$ cat src/rtl/ecam_filter_pkg.sv
package ecam_filter_pkg;

  // Strobes the control sends to the datapath.
  typedef struct packed {
    logic takeFwd;     // capture a forwarded request
    logic takeRsp;     // produce a local all-ones completion
    logic loadRoot;    // update the root bus number
  } ctrlStrobe_t;

  // Decoded facts the datapath hands to the control.
  typedef struct packed {
    logic onRootBus;
    logic devFnZero;
    logic linkUp;
  } decodeFlags_t;

  typedef enum logic [1:0] {
    DEC_FORWARD = 2'd0,
    DEC_REPLY   = 2'd1,
    DEC_DROP    = 2'd2
  } decision_t;

endpackage

$ cat src/rtl/ecam_filter_ctrl.sv
module ecam_filter_ctrl
  import ecam_filter_pkg::*;
(
  input  logic         clk,
  input  logic         rstN,
  input  logic         cfgValid,
  input  logic         cfgWrite,
  input  logic         rootLoad,
  input  logic         fwdReady,
  input  decodeFlags_t flags,
  output ctrlStrobe_t  strobe,
  output logic         cfgReady,
  output logic         fwdValid,
  output logic         rspValid
);

  logic      take;
  decision_t decision;
  logic      allowed;

  assign cfgReady = !fwdValid;
  assign take     = cfgValid && cfgReady;

  // Root bus: only devfn 0; other buses: only with link in L0.
  always_comb begin
    if (flags.onRootBus) allowed = flags.devFnZero;
    else                 allowed = flags.linkUp;
    if (allowed)       decision = DEC_FORWARD;
    else if (cfgWrite) decision = DEC_DROP;
    else               decision = DEC_REPLY;
  end

  always_comb begin
    strobe.takeFwd  = take && (decision == DEC_FORWARD);
    strobe.takeRsp  = take && (decision == DEC_REPLY);
    strobe.loadRoot = rootLoad;
  end

  always_ff @(posedge clk) begin
    if (!rstN) begin
      fwdValid <= 1'b0;
      rspValid <= 1'b0;
    end else begin
      rspValid <= strobe.takeRsp;
      if (strobe.takeFwd)           fwdValid <= 1'b1;
      else if (fwdValid && fwdReady) fwdValid <= 1'b0;
    end
  end

endmodule

$ cat src/rtl/ecam_filter_dp.sv
module ecam_filter_dp
  import ecam_filter_pkg::*;
#(
  parameter int BUS_W    = 8,
  parameter int DEVFN_W  = 8,
  parameter int REG_W    = 12,
  parameter int DATA_W   = 32,
  parameter int LTSSM_W  = 6,
  parameter int L0_BIT   = 4,
  parameter int ROOT_RST = 0,
  localparam int ADDR_W  = BUS_W + DEVFN_W + REG_W
)(
  input  logic                clk,
  input  logic                rstN,
  input  ctrlStrobe_t         strobe,
  input  logic [ADDR_W-1:0]   cfgAddr,
  input  logic                cfgWrite,
  input  logic [DATA_W-1:0]   cfgWdata,
  input  logic [BUS_W-1:0]    rootValue,
  input  logic [LTSSM_W-1:0]  ltssmState,
  output decodeFlags_t        flags,
  output logic [BUS_W-1:0]    rootBusQ,
  output logic                fwdWrite,
  output logic [BUS_W-1:0]    fwdBus,
  output logic [DEVFN_W-1:0]  fwdDevFn,
  output logic [REG_W-1:0]    fwdReg,
  output logic [DATA_W-1:0]   fwdWdata,
  output logic [DATA_W-1:0]   rspData
);

  localparam int DEVFN_LSB = REG_W;
  localparam int BUS_LSB   = REG_W + DEVFN_W;
  localparam logic [LTSSM_W-1:0] L0_MASK = LTSSM_W'(1) << L0_BIT;

  logic [BUS_W-1:0]   reqBus;
  logic [DEVFN_W-1:0] reqDevFn;
  logic [REG_W-1:0]   reqReg;

  assign reqBus   = cfgAddr[BUS_LSB +: BUS_W];
  assign reqDevFn = cfgAddr[DEVFN_LSB +: DEVFN_W];
  assign reqReg   = cfgAddr[0 +: REG_W];

  always_comb begin
    flags.onRootBus = (reqBus == rootBusQ);
    flags.devFnZero = (reqDevFn == '0);
    flags.linkUp    = |(ltssmState & L0_MASK);
  end

  always_ff @(posedge clk) begin
    if (!rstN) rootBusQ <= BUS_W'(ROOT_RST);
    else if (strobe.loadRoot) rootBusQ <= rootValue;
  end

  always_ff @(posedge clk) begin
    if (!rstN) begin
      fwdWrite <= 1'b0;
      fwdBus   <= '0;
      fwdDevFn <= '0;
      fwdReg   <= '0;
      fwdWdata <= '0;
    end else if (strobe.takeFwd) begin
      fwdWrite <= cfgWrite;
      fwdBus   <= reqBus;
      fwdDevFn <= reqDevFn;
      fwdReg   <= reqReg;
      fwdWdata <= cfgWdata;
    end
  end

  always_ff @(posedge clk) begin
    if (!rstN) rspData <= '0;
    else       rspData <= strobe.takeRsp ? '1 : '0;
  end

endmodule

$ cat src/rtl/ecam_cfg_filter.sv
module ecam_cfg_filter
  import ecam_filter_pkg::*;
#(
  parameter int BUS_W    = 8,
  parameter int DEVFN_W  = 8,
  parameter int REG_W    = 12,
  parameter int DATA_W   = 32,
  parameter int LTSSM_W  = 6,
  parameter int L0_BIT   = 4,
  parameter int ROOT_RST = 0,
  localparam int ADDR_W  = BUS_W + DEVFN_W + REG_W
)(
  input  logic               clk,
  input  logic               rstN,
  input  logic               cfgValid,
  input  logic               cfgWrite,
  input  logic [ADDR_W-1:0]  cfgAddr,
  input  logic [DATA_W-1:0]  cfgWdata,
  output logic               cfgReady,
  input  logic               rootLoad,
  input  logic [BUS_W-1:0]   rootValue,
  input  logic [LTSSM_W-1:0] ltssmState,
  output logic               fwdValid,
  input  logic               fwdReady,
  output logic               fwdWrite,
  output logic [BUS_W-1:0]   fwdBus,
  output logic [DEVFN_W-1:0] fwdDevFn,
  output logic [REG_W-1:0]   fwdReg,
  output logic [DATA_W-1:0]  fwdWdata,
  output logic               rspValid,
  output logic [DATA_W-1:0]  rspData
);

  ctrlStrobe_t  strobe;
  decodeFlags_t flags;
  logic [BUS_W-1:0] rootBusQ;

  ecam_filter_ctrl uCtrl (
    .clk      (clk),
    .rstN     (rstN),
    .cfgValid (cfgValid),
    .cfgWrite (cfgWrite),
    .rootLoad (rootLoad),
    .fwdReady (fwdReady),
    .flags    (flags),
    .strobe   (strobe),
    .cfgReady (cfgReady),
    .fwdValid (fwdValid),
    .rspValid (rspValid)
  );

  ecam_filter_dp #(
    .BUS_W    (BUS_W),
    .DEVFN_W  (DEVFN_W),
    .REG_W    (REG_W),
    .DATA_W   (DATA_W),
    .LTSSM_W  (LTSSM_W),
    .L0_BIT   (L0_BIT),
    .ROOT_RST (ROOT_RST)
  ) uDp (
    .clk        (clk),
    .rstN       (rstN),
    .strobe     (strobe),
    .cfgAddr    (cfgAddr),
    .cfgWrite   (cfgWrite),
    .cfgWdata   (cfgWdata),
    .rootValue  (rootValue),
    .ltssmState (ltssmState),
    .flags      (flags),
    .rootBusQ   (rootBusQ),
    .fwdWrite   (fwdWrite),
    .fwdBus     (fwdBus),
    .fwdDevFn   (fwdDevFn),
    .fwdReg     (fwdReg),
    .fwdWdata   (fwdWdata),
    .rspData    (rspData)
  );

endmodule

$ cat config.mk
export PLATFORM = sky130hd
export DESIGN_NAME = ecam_cfg_filter
export DESIGN_NICKNAME = d
export VERILOG_FILES = /design/src/rtl/ecam_filter_pkg.sv /design/src/rtl/ecam_filter_ctrl.sv /design/src/rtl/ecam_filter_dp.sv /design/src/rtl/ecam_cfg_filter.sv
export SDC_FILE = /design/constraint.sdc
export NUM_CORES = 1
export LEC_CHECK = 0
export ABC_CLOCK_PERIOD_IN_PS = 2110
export BUFFER_PORTS_ARGS = -buffer_cell sky130_fd_sc_hd__buf_4
export CAP_MARGIN = 10
export CORE_ASPECT_RATIO = 0.5
export CORE_MARGIN = 2
export CORE_UTILIZATION = 35
export CTS_CLUSTER_SIZE = 8
export DETAILED_ROUTE_END_ITERATION = 8
export HOLD_SLACK_MARGIN = 0.15
export PLACE_DENSITY = 0.63
export SYNTH_ARGS = -nofsm -noshare
export SYNTH_HDL_FRONTEND = slang
export SYNTH_SLANG_ARGS = --single-unit
$ cat constraint.sdc
create_clock -name clk -period 2.11 [get_ports clk]
set_clock_uncertainty 0.05 [all_clocks]
set_input_delay 0.1055 -clock clk [delete_from_list [all_inputs] [get_ports clk]]
set_output_delay 0.1055 -clock clk [all_outputs]
set_load 0.02 [all_outputs]
Word level (Yosys, flattened, before mapping)
Index checks and enable logic that the tools add are counted.
{ "word_totals": {"register_bits": 103, "latch_bits": 0, "ramBits": 0, "romBits": 0, "in_bits": 80, "out_inout_bits": 96, "elab_cells": 25, "memories": 0} }
{ "op_classes": {"n_addsub": 0, "mul": 0, "n_div": 0, "n_lt_le_gt_ge": 0, "n_eq_ne": 2, "n_shift": 0, "mux": 6, "bitwise_logic": 0, "reduce_logical": 8} }
{ "op_table": {"columns": ["op", "n"], "rows": [
  ["two-way mux 32 bit", 1],
  ["equality test 8 bit", 1],
  ["zero test 8 bit", 1],
  ["logical AND 1 bit", 4],
  ["two-way mux 2 bit", 2],
  ["two-way mux 1 bit", 3],
  ["equality test 2 x 1 -> 1 bit, second input constant", 1],
  ["zero test 2 bit", 1],
  ["nonzero test 2 bit", 1],
  ["zero test 1 bit", 1]
]} }

Logic depth before layout (Yosys ltp)
{ "depth": {"ltp_word": 6, "mapped_depth": 7, "mapped_depth_nobuf": 4} }

By module
A second synthesis with hierarchy kept.
{ "hier_totals": {"cells_unflattened": 283, "area_unflattened_um2": 3104.2} }
{ "modules_own_cells": {"columns": ["module", "n_inst", "cells_each", "area_per_inst_um2", "seq_area_each_um2"], "rows": [
  ["ecam_filter_dp", 1, 270, 2981.6, 1401.3],
  ["ecam_filter_ctrl", 1, 13, 122.6, 40.0]
]} }

Least setup slack after synthesis
OpenSTA, ideal clock, no wires.
{ "synth_path": {"path_kind": "reg2reg", "startpoint": "reg uCtrl.fwdValid", "endpoint": "reg uDp.fwdWdata[30]", "setup_ns": 0.145, "arrival_time_ns": 1.467, "required_ns": 1.915, "setup_slack_ns": 0.448, "path_stages_with_launch": 7, "n_path_buf": 2, "synth_period_minus_slack_ns": 1.662, "cell_sequence": "dfxtp_1 nand2b_1 clkbuf_1 buf_1 nor4_1 nand3_1 o311ai_0"} }
{ "synth_via": {"elab_chain_len": 3} }
{ "synth_rtl": {"columns": ["item", "line", "text"], "rows": [
  ["from (decl)", "ecam_filter_ctrl.sv:13", "output logic fwdValid,"],
  ["from (signal assigned)", "ecam_filter_ctrl.sv:41", "fwdValid <= 1'b0;"],
  ["from (signal assigned)", "ecam_filter_ctrl.sv:45", "if (strobe.takeFwd) fwdValid <= 1'b1;"],
  ["from (signal assigned)", "ecam_filter_ctrl.sv:46", "else if (fwdValid && fwdReady) fwdValid <= 1'b0;"],
  ["zero test 1 bit", "ecam_filter_ctrl.sv:21", "assign cfgReady = !fwdValid;"],
  ["logical AND 1 bit", "ecam_filter_ctrl.sv:22", "assign take = cfgValid && cfgReady;"],
  ["logical AND 1 bit", "ecam_filter_ctrl.sv:34", "strobe.takeFwd = take && (decision == DEC_FORWARD);"],
  ["to (signal assigned)", "ecam_filter_dp.sv:66", "fwdWdata <= cfgWdata;"],
  ["to (decl)", "ecam_filter_dp.sv:27", "output logic [DATA_W-1:0] fwdWdata,"]
]} }
No other way between the ends.
A chain may end at the register's enable or synchronous reset.

==> impl_metrics.json <==
{
  "status": "finished, final reports clean",
  "clkSinkCount": 71,
  "worst_pin_slew_ps": 641,
  "cts_inserted_buffers": 9,
  "crit_path_frequent_cell": "dlygate4sd3_1",
  "postLayoutCoreUtil": 0.542,
  "setup_violations": 0,
  "path_cells": "dlygate4sd3_1 > buf_4 > mux2i_1 > dlygate4sd3_1 > nor2_1 > dlygate4sd3_1",
  "fp.dieW_um": 168,
  "mostFrequentLayoutCell": "buf_4",
  "place.detailed.hpwl_um": 10100,
  "grt_pass1_vias": 5771,
  "place.gp.congestion": 0.800,
  "met3_length_um": 1300,
  "holdCritPathClass": "in2reg",
  "clock.fmax_mhz": 516,
  "dp_cells": 940,
  "cts_buffer_depth": 2,
  "r2r_setup_slack_ps": 230,
  "vias_per_cell": 5.79,
  "top_layer": "met4",
  "start_util": 0.365,
  "slew_headroom": 0.572,
  "crit_arrival_ps": 2100,
  "layout-drive-gt1-share": 0.253,
  "r2r_start": "uDp.rootBusQ[6]",
  "reg2reg_to": "uDp.fwdBus[0]",
  "syn-instance-count": 693,
  "dpl_cell_area_mm2": 0.00591,
  "critPathLaunchType": "primary input",
  "grt_antenna_before_repair": 0,
  "areaGrowthSynthToFinish_pct": 48.5,
  "syn_area_mm2": 0.00471,
  "port_buffers": 170,
  "path_clk_slew_ps": 70,
  "hp-start": "cfgAddr[23]",
  "critical_path.startpoint": "rootValue[1]",
  "synth_warnings": 0,
  "nets": 936,
  "ys_ff_latch": 71,
  "drt_iter0_drc": 613,
  "crit_path_top_delay_cell": "dlygate4sd3_1",
  "yosysUniqueCellTypes": 29,
  "dr.pass1.iters": 5,
  "cp_top_family": "buffers and inverters",
  "worstSkewPairLatency_ps": 330,
  "drc_errors": 0,
  "reg2reg_depth": 5,
  "syn_nets": 773,
  "p_leak_nw": 2.82,
  "max-cap-violations": 0,
  "final_cell_mix": "buf_4, nor2_1, nand2_1",
  "die_area_mm2": 0.0145,
  "cts_tree": "built",
  "met1_length_um": 7840,
  "cts_root_buf": "clkbuf_16",
  "slew_viol_final": 0,
  "vias": 5961,
  "fin_tns_setup_ps": 0,
  "power.density_mw_per_mm2": 554,
  "cp_data_required_time_ps": 2270,
  "critical_path_class": "in2reg",
  "htree_levels": 3,
  "wire_per_inst_um": 17.5,
  "design_area_mm2": 0.00700,
  "die_y_um": 86.0,
  "hold_violations": 0,
  "instances_no_fill": 1030,
  "crit_path_end": "uDp.rootBusQ[1]",
  "cp_num_buf_inv": 4,
  "overflow": 0,
  "ir_drop_mv": 0.296,
  "ant_nets": 0,
  "grt_use_total": 0.239,
  "crit_path_end_kind": "flop",
  "critical-path-max-stage-delay_ps": 570,
  "nFillCells": 1235,
  "totalWireLength_um": 18000,
  "grt_pass1_wl_um": 28500,
  "path_depth": 6,
  "diodes": 0,
  "period_share": 0.918,
  "coreArea_mm2": 0.0129,
  "seq_area_frac_synth": 0.302,
  "min_period_ps": 1940,
  "grt_max_degree": 85,
  "wl_met2_um": 8640,
  "io_pins": 176,
  "crit_fanout": 1,
  "core.rowCount": 29,
  "syn_avg_cell_area_um2": 6.80,
  "rsz0062_at_grt": "no"
}
[worst register-to-register path, cell delays in order (launching register included)]
cell	delay, ps
dfxtp_1	330
xnor2_1	220
and4_2	300
buf_4	550
nand3_1	160
o311ai_0	140
[repair_timing]
action                                  CTS  global route
buffers inserted                          0             0
resized for setup                         0             9
hold endpoints to repair                 58             0
endpoints found under the setup margin    0            41
hold buffers                             74             0
[layer usage]
metal | vias to the layer above | track usage
met4 | 0 | 0.0768
met5 | - | 0
met1 | 2830 | 0.311
met2 | 292 | 0.411
met3 | 20 | 0.0392
li1 | 2819 | -
[area by class of cell]
type | instances | area (um2) | share of cell area
multi-input cells | 506 | 2760 | 0.394
repair buffers | 266 | 2310 | 0.330
flip-flops and latches | 71 | 1420 | 0.203
clock buffers | 12 | 267 | 0.0381
well taps | 170 | 213 | 0.0304
clock inverters | 3 | 17.5 | 0.00250
inverters | 2 | 7.51 | 0.00107
[through the flow]
stage / setup WS [ps] / total power, mW / hold WS [ps]
floorplan: 448 / 1.93 / 149
global placement: 203 / 2.26 / 292
global route: 25.8 / 4.02 / 180
CTS: 47.0 / 3.86 / 150
detailed placement: 146 / 2.27 / 302
finish: 173 / 3.87 / 158
[how the worst min path moves through the flow]
stage,to,slack [ps],cells after the start
floorplan,uDp.rspData[30],150,1
global placement,uDp.rootBusQ[6],290,3
detailed placement,uDp.rootBusQ[3],300,3
CTS,uDp.fwdBus[3],150,5
global route,uDp.fwdReg[4],180,5
finish,uDp.fwdBus[3],160,5
[power by group]
part	internal, mW	leakage (nW)	switching, mW
clock	0.883	0.140	0.612
combinational	0.410	2.10	0.515
sequential	1.41	0.581	0.0434
total	2.70	2.82	1.17
[cells in the mapped netlist]
cell,number,area share
nor2_1,122,0.097
nand2_1,115,0.092
dfxtp_1,71,0.30
clkbuf_1,65,0.052
o22ai_1,61,0.081
nand3_1,54,0.057
nor4_1,54,0.072
o311ai_0,49,0.091
buf_4,33,0.053
buf_2,9,0.0096
and3_1,8,0.011
mux2i_1,8,0.017
o31ai_1,8,0.013
xnor2_1,8,0.015
buf_1,7,0.0056
o311ai_1,4,0.0074
and4_1,2,0.0037
nand2b_1,2,0.0027
nand4_1,2,0.0027
or4_1,2,0.0032
a211oi_1,1,0.0016
a31oi_1,1,0.0013
and3b_1,1,0.0019
clkinv_1,1,0.00080
inv_1,1,0.00080
nand3b_1,1,0.0016
nor3_4,1,0.0035
o21ai_0,1,0.0011
or3_1,1,0.0013
[kinds of logic (layout without fill, tap and decap cells)]
family	Yosys count	after routing	share of synthesized area
mux	8	8	0.0170
flops	71	71	0.302
simple gates	365	365	0.349
compound gates	125	125	0.196
xor+xnor	8	8	0.0149
buf+inv	116	283	0.121
[flip-flops by register name, summed over array words and instances, names as in the netlist]
name and flops:
uCtrl.fwdValid 1, uDp.fwdBus 8, uDp.fwdDevFn 8, uDp.fwdReg 12, uDp.fwdWdata 32, uDp.fwdWrite 1
uDp.rootBusQ 8, uDp.rspData 1
No activity file was read; power rests on OpenSTA's default activity.
